==> config.mk <==
export PLATFORM = sky130hd
export DESIGN_NAME = core_release_ctrl
export DESIGN_NICKNAME = d
export VERILOG_FILES = /design/src/rtl/crc_pkg.sv /design/src/rtl/crc_regs.sv /design/src/rtl/crc_slot.sv /design/src/rtl/core_release_ctrl.sv
export SDC_FILE = /design/constraint.sdc
export NUM_CORES = 1
export LEC_CHECK = 0
export ABC_AREA = 1
export BUFFER_PORTS_ARGS = -buffer_cell sky130_fd_sc_hd__buf_2
export CORE_AREA = 4 4 140 142
export DETAILED_ROUTE_END_ITERATION = 8
export DIE_AREA = 0 0 144 146
export MAX_ROUTING_LAYER = met4
export PLACE_DENSITY = 0.75
export SLEW_MARGIN = 20
export SYNTH_ARGS = -nofsm -noshare
export SYNTH_HDL_FRONTEND = slang
export SYNTH_SLANG_ARGS = --single-unit
==> constraint.sdc <==
create_clock -name clk -period 1.5 [get_ports clk]
set_input_delay 0.3 -clock clk [delete_from_list [all_inputs] [get_ports clk]]
set_output_delay 0.3 -clock clk [all_outputs]
set_load 0.05 [all_outputs]
==> src/rtl/crc_pkg.sv <==
package crc_pkg;
    // word index of the control word and first address register
    localparam int CTRL_WORD  = 0;
    localparam int ADDR_WORD0 = 1;
    localparam int BYTES_PER_WORD = 4;

    function automatic int word_ofs(input int word);
        return word * BYTES_PER_WORD;
    endfunction
endpackage

==> src/rtl/crc_regs.sv <==
module crc_regs
    import crc_pkg::*;
#(
    parameter int NUM_SEC = 3,
    parameter int ADDR_W  = 32,
    parameter int DATA_W  = 32,
    parameter int OFS_W   = 5,
    parameter int CNT_W   = 2
) (
    input  logic                      clk,
    input  logic                      rst_n,
    input  logic                      sel_i,
    input  logic                      we_i,
    input  logic [OFS_W-1:0]          ofs_i,
    input  logic [DATA_W-1:0]         wdata_i,
    output logic [DATA_W-1:0]         rdata_o,
    input  logic [CNT_W-1:0]          cnt_m1_i,
    output logic [NUM_SEC-1:0]        en_o,
    output logic [NUM_SEC-1:0]        en_set_o,
    output logic [NUM_SEC-1:0]        en_clr_o,
    output logic [NUM_SEC*ADDR_W-1:0] addr_flat_o
);
    localparam int CFG_WORD = ADDR_WORD0 + NUM_SEC;

    typedef struct packed {
        logic [NUM_SEC-1:0]             en;
        logic [NUM_SEC-1:0][ADDR_W-1:0] addr;
    } regs_t;

    regs_t              st_d, st_q;
    logic [NUM_SEC-1:0] present;
    logic               wr, rd;

    always_comb begin
        st_d    = st_q;
        rdata_o = '0;
        wr      = sel_i && we_i;
        rd      = sel_i && !we_i;
        for (int i = 0; i < NUM_SEC; i++) begin
            present[i] = (i < int'(cnt_m1_i));
        end
        if (wr && ofs_i == OFS_W'(word_ofs(CTRL_WORD))) begin
            st_d.en = wdata_i[NUM_SEC:1] & present;
        end
        for (int k = 0; k < NUM_SEC; k++) begin
            if (wr && ofs_i == OFS_W'(word_ofs(ADDR_WORD0 + k))) begin
                st_d.addr[k] = wdata_i[ADDR_W-1:0];
            end
            if (rd && ofs_i == OFS_W'(word_ofs(ADDR_WORD0 + k))) begin
                rdata_o[ADDR_W-1:0] = st_q.addr[k];
            end
        end
        if (rd && ofs_i == OFS_W'(word_ofs(CTRL_WORD))) begin
            rdata_o[0]         = 1'b1;
            rdata_o[NUM_SEC:1] = st_q.en;
        end
        if (rd && ofs_i == OFS_W'(word_ofs(CFG_WORD))) begin
            rdata_o[CNT_W-1:0] = cnt_m1_i;
        end
        en_set_o = st_d.en & ~st_q.en;
        en_clr_o = st_q.en & ~st_d.en;
    end

    always_ff @(posedge clk or negedge rst_n) begin
        if (!rst_n) st_q <= '0;
        else        st_q <= st_d;
    end

    assign en_o        = st_q.en;
    assign addr_flat_o = st_q.addr;
endmodule

==> src/rtl/crc_slot.sv <==
module crc_slot #(
    parameter int ADDR_W = 32
) (
    input  logic              clk,
    input  logic              rst_n,
    input  logic              en_set_i,
    input  logic              en_clr_i,
    input  logic              wake_i,
    input  logic [ADDR_W-1:0] addr_i,
    output logic              rel_o,
    output logic [ADDR_W-1:0] boot_o
);
    typedef struct packed {
        logic              pend;
        logic              rel;
        logic [ADDR_W-1:0] boot;
    } slot_t;

    slot_t st_d, st_q;

    always_comb begin
        st_d = st_q;
        if (wake_i && st_q.pend) begin
            st_d.pend = 1'b0;
            st_d.rel  = 1'b1;
            st_d.boot = addr_i;
        end
        if (en_set_i) begin
            st_d.pend = 1'b1;
        end
        if (en_clr_i) begin
            st_d.pend = 1'b0;
            st_d.rel  = 1'b0;
        end
    end

    always_ff @(posedge clk or negedge rst_n) begin
        if (!rst_n) st_q <= '0;
        else        st_q <= st_d;
    end

    assign rel_o  = st_q.rel;
    assign boot_o = st_q.boot;
endmodule

==> src/rtl/core_release_ctrl.sv <==
module core_release_ctrl #(
    parameter int NUM_SEC = 3,
    parameter int ADDR_W  = 32,
    parameter int DATA_W  = 32,
    parameter int OFS_W   = 5,
    parameter int CNT_W   = $clog2(NUM_SEC + 1)
) (
    input  logic                      clk,
    input  logic                      rst_n,
    input  logic                      bus_sel_i,
    input  logic                      bus_we_i,
    input  logic [OFS_W-1:0]          bus_ofs_i,
    input  logic [DATA_W-1:0]         bus_wdata_i,
    output logic [DATA_W-1:0]         bus_rdata_o,
    input  logic [CNT_W-1:0]          core_cnt_m1_i,
    input  logic                      wake_evt_i,
    output logic [NUM_SEC-1:0]        core_release_o,
    output logic [NUM_SEC*ADDR_W-1:0] boot_addr_o
);
    logic [NUM_SEC-1:0]        en_vec, en_set, en_clr;
    logic [NUM_SEC*ADDR_W-1:0] addr_flat;

    crc_regs #(
        .NUM_SEC(NUM_SEC), .ADDR_W(ADDR_W), .DATA_W(DATA_W),
        .OFS_W(OFS_W), .CNT_W(CNT_W)
    ) u_regs (
        .clk(clk), .rst_n(rst_n),
        .sel_i(bus_sel_i), .we_i(bus_we_i), .ofs_i(bus_ofs_i),
        .wdata_i(bus_wdata_i), .rdata_o(bus_rdata_o),
        .cnt_m1_i(core_cnt_m1_i),
        .en_o(en_vec), .en_set_o(en_set), .en_clr_o(en_clr),
        .addr_flat_o(addr_flat)
    );

    for (genvar i = 0; i < NUM_SEC; i++) begin : g_slot
        crc_slot #(.ADDR_W(ADDR_W)) u_slot (
            .clk(clk), .rst_n(rst_n),
            .en_set_i(en_set[i]), .en_clr_i(en_clr[i]),
            .wake_i(wake_evt_i),
            .addr_i(addr_flat[i*ADDR_W +: ADDR_W]),
            .rel_o(core_release_o[i]),
            .boot_o(boot_addr_o[i*ADDR_W +: ADDR_W])
        );
    end
endmodule

# ---- Word-level counts from Yosys, hierarchy flattened
# Index checks and enable logic that the tools add are counted.
dict set report op_classes {
  add_sub_neg 0
  multipliers 0
  n_div 0
  order_cmp 3
  eq_ne 4
  n_shift 0
  mux 15
  bitwise_logic 5
  n_reduce_logical 22
}
# cell n
set ops {}
lappend ops {{2-to-1 mux 34 bit} 3}
lappend ops {{2-to-1 mux 32 bit} 3}
lappend ops {{logical AND 1 bit} 14}
lappend ops {{== test 5 x 4 -> 1 bit, second input constant} 2}
lappend ops {{bitwise AND 3 bit} 3}
lappend ops {{nonzero test 3 bit} 3}
lappend ops {{2-to-1 mux 2 bit} 4}
lappend ops {{NOT 3 bit} 2}
lappend ops {{nonzero test 2 bit} 3}
lappend ops {{== test 5 x 3 -> 1 bit, second input constant} 1}
lappend ops {{== test 5 bit, second input constant} 1}
lappend ops {{logical NOT 5 bit} 1}
lappend ops {{less-than comparator 1 x 2 -> 1 bit, first input constant} 2}
lappend ops {{2-to-1 mux 4 bit} 1}
lappend ops {{2-to-1 mux 1 bit} 3}
lappend ops {{2-to-1 mux 3 bit} 1}
lappend ops {{less-than comparator 2 bit, first input constant} 1}
lappend ops {{logical NOT 1 bit} 1}
dict set report totals {
  register_bits 201
  latchBits 0
  ram_bits 0
  mem_bits_ro 0
  inputBits 44
  out_inout_bits 131
  word_cells 62
  memories 0
}

# ---- Depth between registers and ports, before layout
dict set report depth {
  depth_word 8
  ltp_mapped 10
  mapped_depth_nobuf 10
}

# ---- Cells and area by module
# From an unflattened synthesis, not the netlist that was laid out.
dict set report unflattened {
  hier_cells 1079
  area_unflattened_um2 9635.5
}
# module n_inst cells_per_inst area_each_um2 seq_area_each_um2
set modules_own_cells {}
lappend modules_own_cells {crc_slot 3 180 1656.6 850.8}
lappend modules_own_cells {crc_regs 1 539 4665.7 2477.4}

# ---- Worst setup path before layout
# OpenSTA, ideal clock, no wires.
dict set report synth_path {
  path_type {input-to-output}
  start {in bus_ofs_i[1]}
  end {out bus_rdata_o[27]}
  arrival_time_ps 1742
  required_ps 1200
  slack_ps -542
  cell_stages 6
  n_path_buf 1
  cell_sequence {nor2_4 > nand2_4 > nor3_2 > buf_4 > nand2_1 > a21oi_1}
}
dict set report synth_between {
  elab_chain_cells 5
  elab_cells_between_ends 9
  classes_between {3 x eq/ne; 3 x mux; 3 x reduce/logical}
}
# item line_no
set synth_rtl {}
lappend synth_rtl {{from (decl)} core_release_ctrl.sv:12} ;# input logic [OFS_W-1:0] bus_ofs_i,
lappend synth_rtl {{== test 5 x 3 -> 1 bit} crc_regs.sv:49} ;# if (rd && ofs_i == OFS_W'(word_ofs(ADDR_WORD0 + k))) begin
lappend synth_rtl {{logical AND 1 bit} crc_regs.sv:49}
lappend synth_rtl {{2-to-1 mux 32 bit (2 in series)} crc_regs.sv:49}
lappend synth_rtl {{2-to-1 mux 32 bit *} crc_regs.sv:49}
lappend synth_rtl {{to (decl)} core_release_ctrl.sv:14} ;# output logic [DATA_W-1:0] bus_rdata_o,
# Mark *: on every way between the ends. The rest lies on a longest branch, timed or not.

# ---- Worst setup path in the final report
dict set report layout_path {
  start {in bus_ofs_i[0]}
  end {out bus_rdata_o[6]}
}
# Same word-level chain as after synthesis.

==> run metrics <==
status complete, but fails checks; violated checks setup timing; Layout area overhead 30.2%; Top Ports between 150 and 200; Worst Setup Path Type input pin to output pin; starting DRC count in detailed routing about 260; Worst Tran Pin Value 436 ps; DP Cell Count 1193; per-cell routed wire length 18.1 um; Vias/cell 5.13; clock latency on the worst-skew pair 490 ps; largest net degree at the start of global routing 49; WHS Endpoint u_regs.addr_flat_o[79]; setup TNS -10730 ps; Ys Warns 0; max layer used met4; Initial Util roughly half; share of layout cells above drive strength 1 46.3%; ys async rst share 100%; CTS H-Tree Depth 1; Layout Skew ~12 ps; synthesized area 0.00908 mm^2; final instance area 0.0118 mm^2; clock-pin slew of the registers on the worst-case setup and hold paths 60 ps; final std cells w/o fill 1251; Die Width 144 um; Post-Route WL 22600 um; highest achievable clock rate 535 MHz; Metal-1 WL 9450 um; PwrDens around 1700 mW/mm^2; fin crit period 1870 ps; CTS Sinks 201; Hold Vio Cnt, Final 0; DIE HEIGHT about 150 um; Max Cap Viol 0; Crit-path slowest cell nor3_4; CP top delay family buffers and inverters; Tot Pwr 19.7 mW; WL met2 between 10000 and 15000 um; worst-path fanout max 8; GR Util All Layers 22.3%; detailed-router iteration count before antenna repair 4; via count 6415; Final ANT Viol Nets 0; hpwl dp 15100 um; Bufs and invs on worst path 4; number of global-route vias before repair 6799; post-synthesis sequential area ratio 55.4%; Layout Nets about 1100; area used by multi-input combinational logic 0.00349 mm^2; placed inst area 0.0103 mm^2; RSZ-0062 raised after global routing true; Min-Delay Path Class input pin to flip-flop; CP Capture Type output pin; worst path required time ~1200 ps; CTS Buf Count 22; CTS tree yes; Synth Instances 869; worst r2r src u_regs.en_o[2]; count of cell types in the netlist 26; crit-path cells buf_6 > nor2_4 > nand2_4 > nor3_4 > buf_6 > buf_12 > nand2_4 > a21oi_4 > buf_8; grt total ovfl 0; synthesis-stage register bit count ~200; clock buffer depth 3; leak pwr 6.42 nW; Crit path arrival time 1570 ps; pins over their slew limit 0; Final Worst Setup Slack -369 ps; CP Depth 9; Residual DRC 0; FP Rows 50; initial antenna violation count 1; Worst IR Drop VDD 1.31 mV; core area 0.0185 mm^2; Syn Nets 919; total die area 0.0210 mm^2; first-pass GRT wire length 36400 um; Reg2Reg Setup Slack 170 ps; HP Start bus_wdata_i[15]; register area 0.00503 mm^2; Port-buffer cells roughly 170; Synth Flop Type dfrtp_1; Layout fillers approximately 1400; Worst setup SP type input pin; Worst R2R Path Depth 7; final worst path period share 125%; final RePlAce weighted congestion 0.824; Met3 Wirelength 1480 um; R2R Path End g_slot[2].u_slot.st_q[33]; count of final setup violators 32; hold path depth 3; max_slew headroom 70.9%; CP peak stage delay 230 ps; CTS root buffer clkbuf_16; Mean Syn Cell Area 10.4 um^2; Post-synth EDFFs 0
-- report_power, final --
group,leakage (nW),total (mW),internal [mW],switching (mW)
Combinational,3.37,6.72,1.86,4.85
Sequential,2.69,7.60,6.75,0.854
Clock,0.358,5.37,3.23,2.14
Total,6.42,19.7,11.8,7.85
-- cell usage after synthesis, drive strengths merged, types with 2 or more instances --
| master | count | area share (%) |
|---|---|---|
| o21ai | 99 | 5.5 |
| o2111ai | 2 | 0.19 |
| nand4 | 4 | 0.28 |
| ha | 6 | 0.83 |
| buf | 132 | 11 |
| dfrtp | 201 | 55 |
| nor3 | 5 | 0.45 |
| inv | 56 | 2.3 |
| nand2 | 204 | 8.9 |
| mux2 | 95 | 12 |
| nand3 | 36 | 2.0 |
| nor2 | 14 | 1.0 |
| clkbuf | 2 | 0.096 |
| a21oi | 12 | 0.66 |
-- worst max-delay path by stage --
stage,from,end,slack (ps)
6_report,bus_ofs_i[0],bus_rdata_o[6],-370
5_1_grt,bus_ofs_i[0],bus_rdata_o[6],-430
4_1_cts,bus_ofs_i[1],bus_rdata_o[10],-340
3_5_place_dp,bus_ofs_i[0],bus_rdata_o[17],-510
3_3_place_gp,bus_ofs_i[0],bus_rdata_o[17],-440
2_1_floorplan,bus_ofs_i[0],bus_rdata_o[10],-110
-- cells by family after synthesis --
group | share of synthesized area (%)
buffers and inverters | 12.9
flip-flops | 55.4
multiplexers | 11.8
AND/OR/NAND/NOR | 12.6
adder cells (fa/ha/maj) | 0.827
AO/OA/AOI/OAI | 6.40
-- per-stage QoR --
stage | hold slack [ps] | util [%] | setup WS, ps
6_report | 88.4 | 64.1 | -369
3_5_place_dp | 286 | 55.8 | -507
2_1_floorplan | 4.41 | - | -106
3_3_place_gp | 289 | 55.8 | -441
5_1_grt | 83.0 | 64.1 | -427
4_1_cts | 71.0 | 63.3 | -341
-- sequential cells by signal, summed over array words and instances (netlist names) --
register              cells
u_regs.en_o               3
g_slot.u_slot.rel_o       3
g_slot.u_slot.st_q        3
g_slot.u_slot.boot_o     96
u_regs.addr_flat_o       96
-- per-layer routing --
layer / global-route usage, % / vias to the layer above
li1: - / 3016
met1: 28.3 / 3167
met2: 36.3 / 193
met3: 4.67 / 39
met4: 6.07 / 0
met5: - / -
-- cell type report --
cell class                 instances  area share, %
antenna                            1         0.0212
clock buffer                      32           5.58
clock inverter                     8          0.624
inverter                          56           1.80
multi-input combinational        478           29.5
sequential                       201           42.5
tap                              234           2.48
timing repair buffer             241           17.4
-- what timing repair did --
item / 4_1_cts / 5_1_grt
resized for setup: 159 / 12
hold buffers: 1 / 0
pin swaps: 19 / 5
hold endpoints to repair: 38 / 0
endpoints found under the setup margin: 32 / 34
gates cloned: 2 / 2
setup buffers: 7 / 5
-- worst reg2reg max path, stage by stage, from the launching register on --
cell and delay (ps):
dfrtp_1 400, inv_1 90, nand2_1 70, o21ai_2 80
inv_1 80, ha_1 300, a21oi_2 140, a21oi_1 50
-- cells in the final DEF, fill, tap and decap left out, drive strengths merged --
master / synthesis / layout
nand3: 36 / 36
nor3: 5 / 5
dfrtp: 201 / 201
inv: 56 / 56
o21ai: 99 / 99
diode: 0 / 1
buf: 132 / 236
mux2: 95 / 95
clkinv: 0 / 5
nor2: 14 / 14
ha: 6 / 6
o2111ai: 2 / 2
clkbuf: 2 / 36
o211ai: 1 / 1
clkinvlp: 0 / 2
nand4: 4 / 4
dlygate4sd3: 0 / 1
bufinv: 0 / 1
nand2: 204 / 204
a21oi: 12 / 12
(Power assumes the default switching activity.)
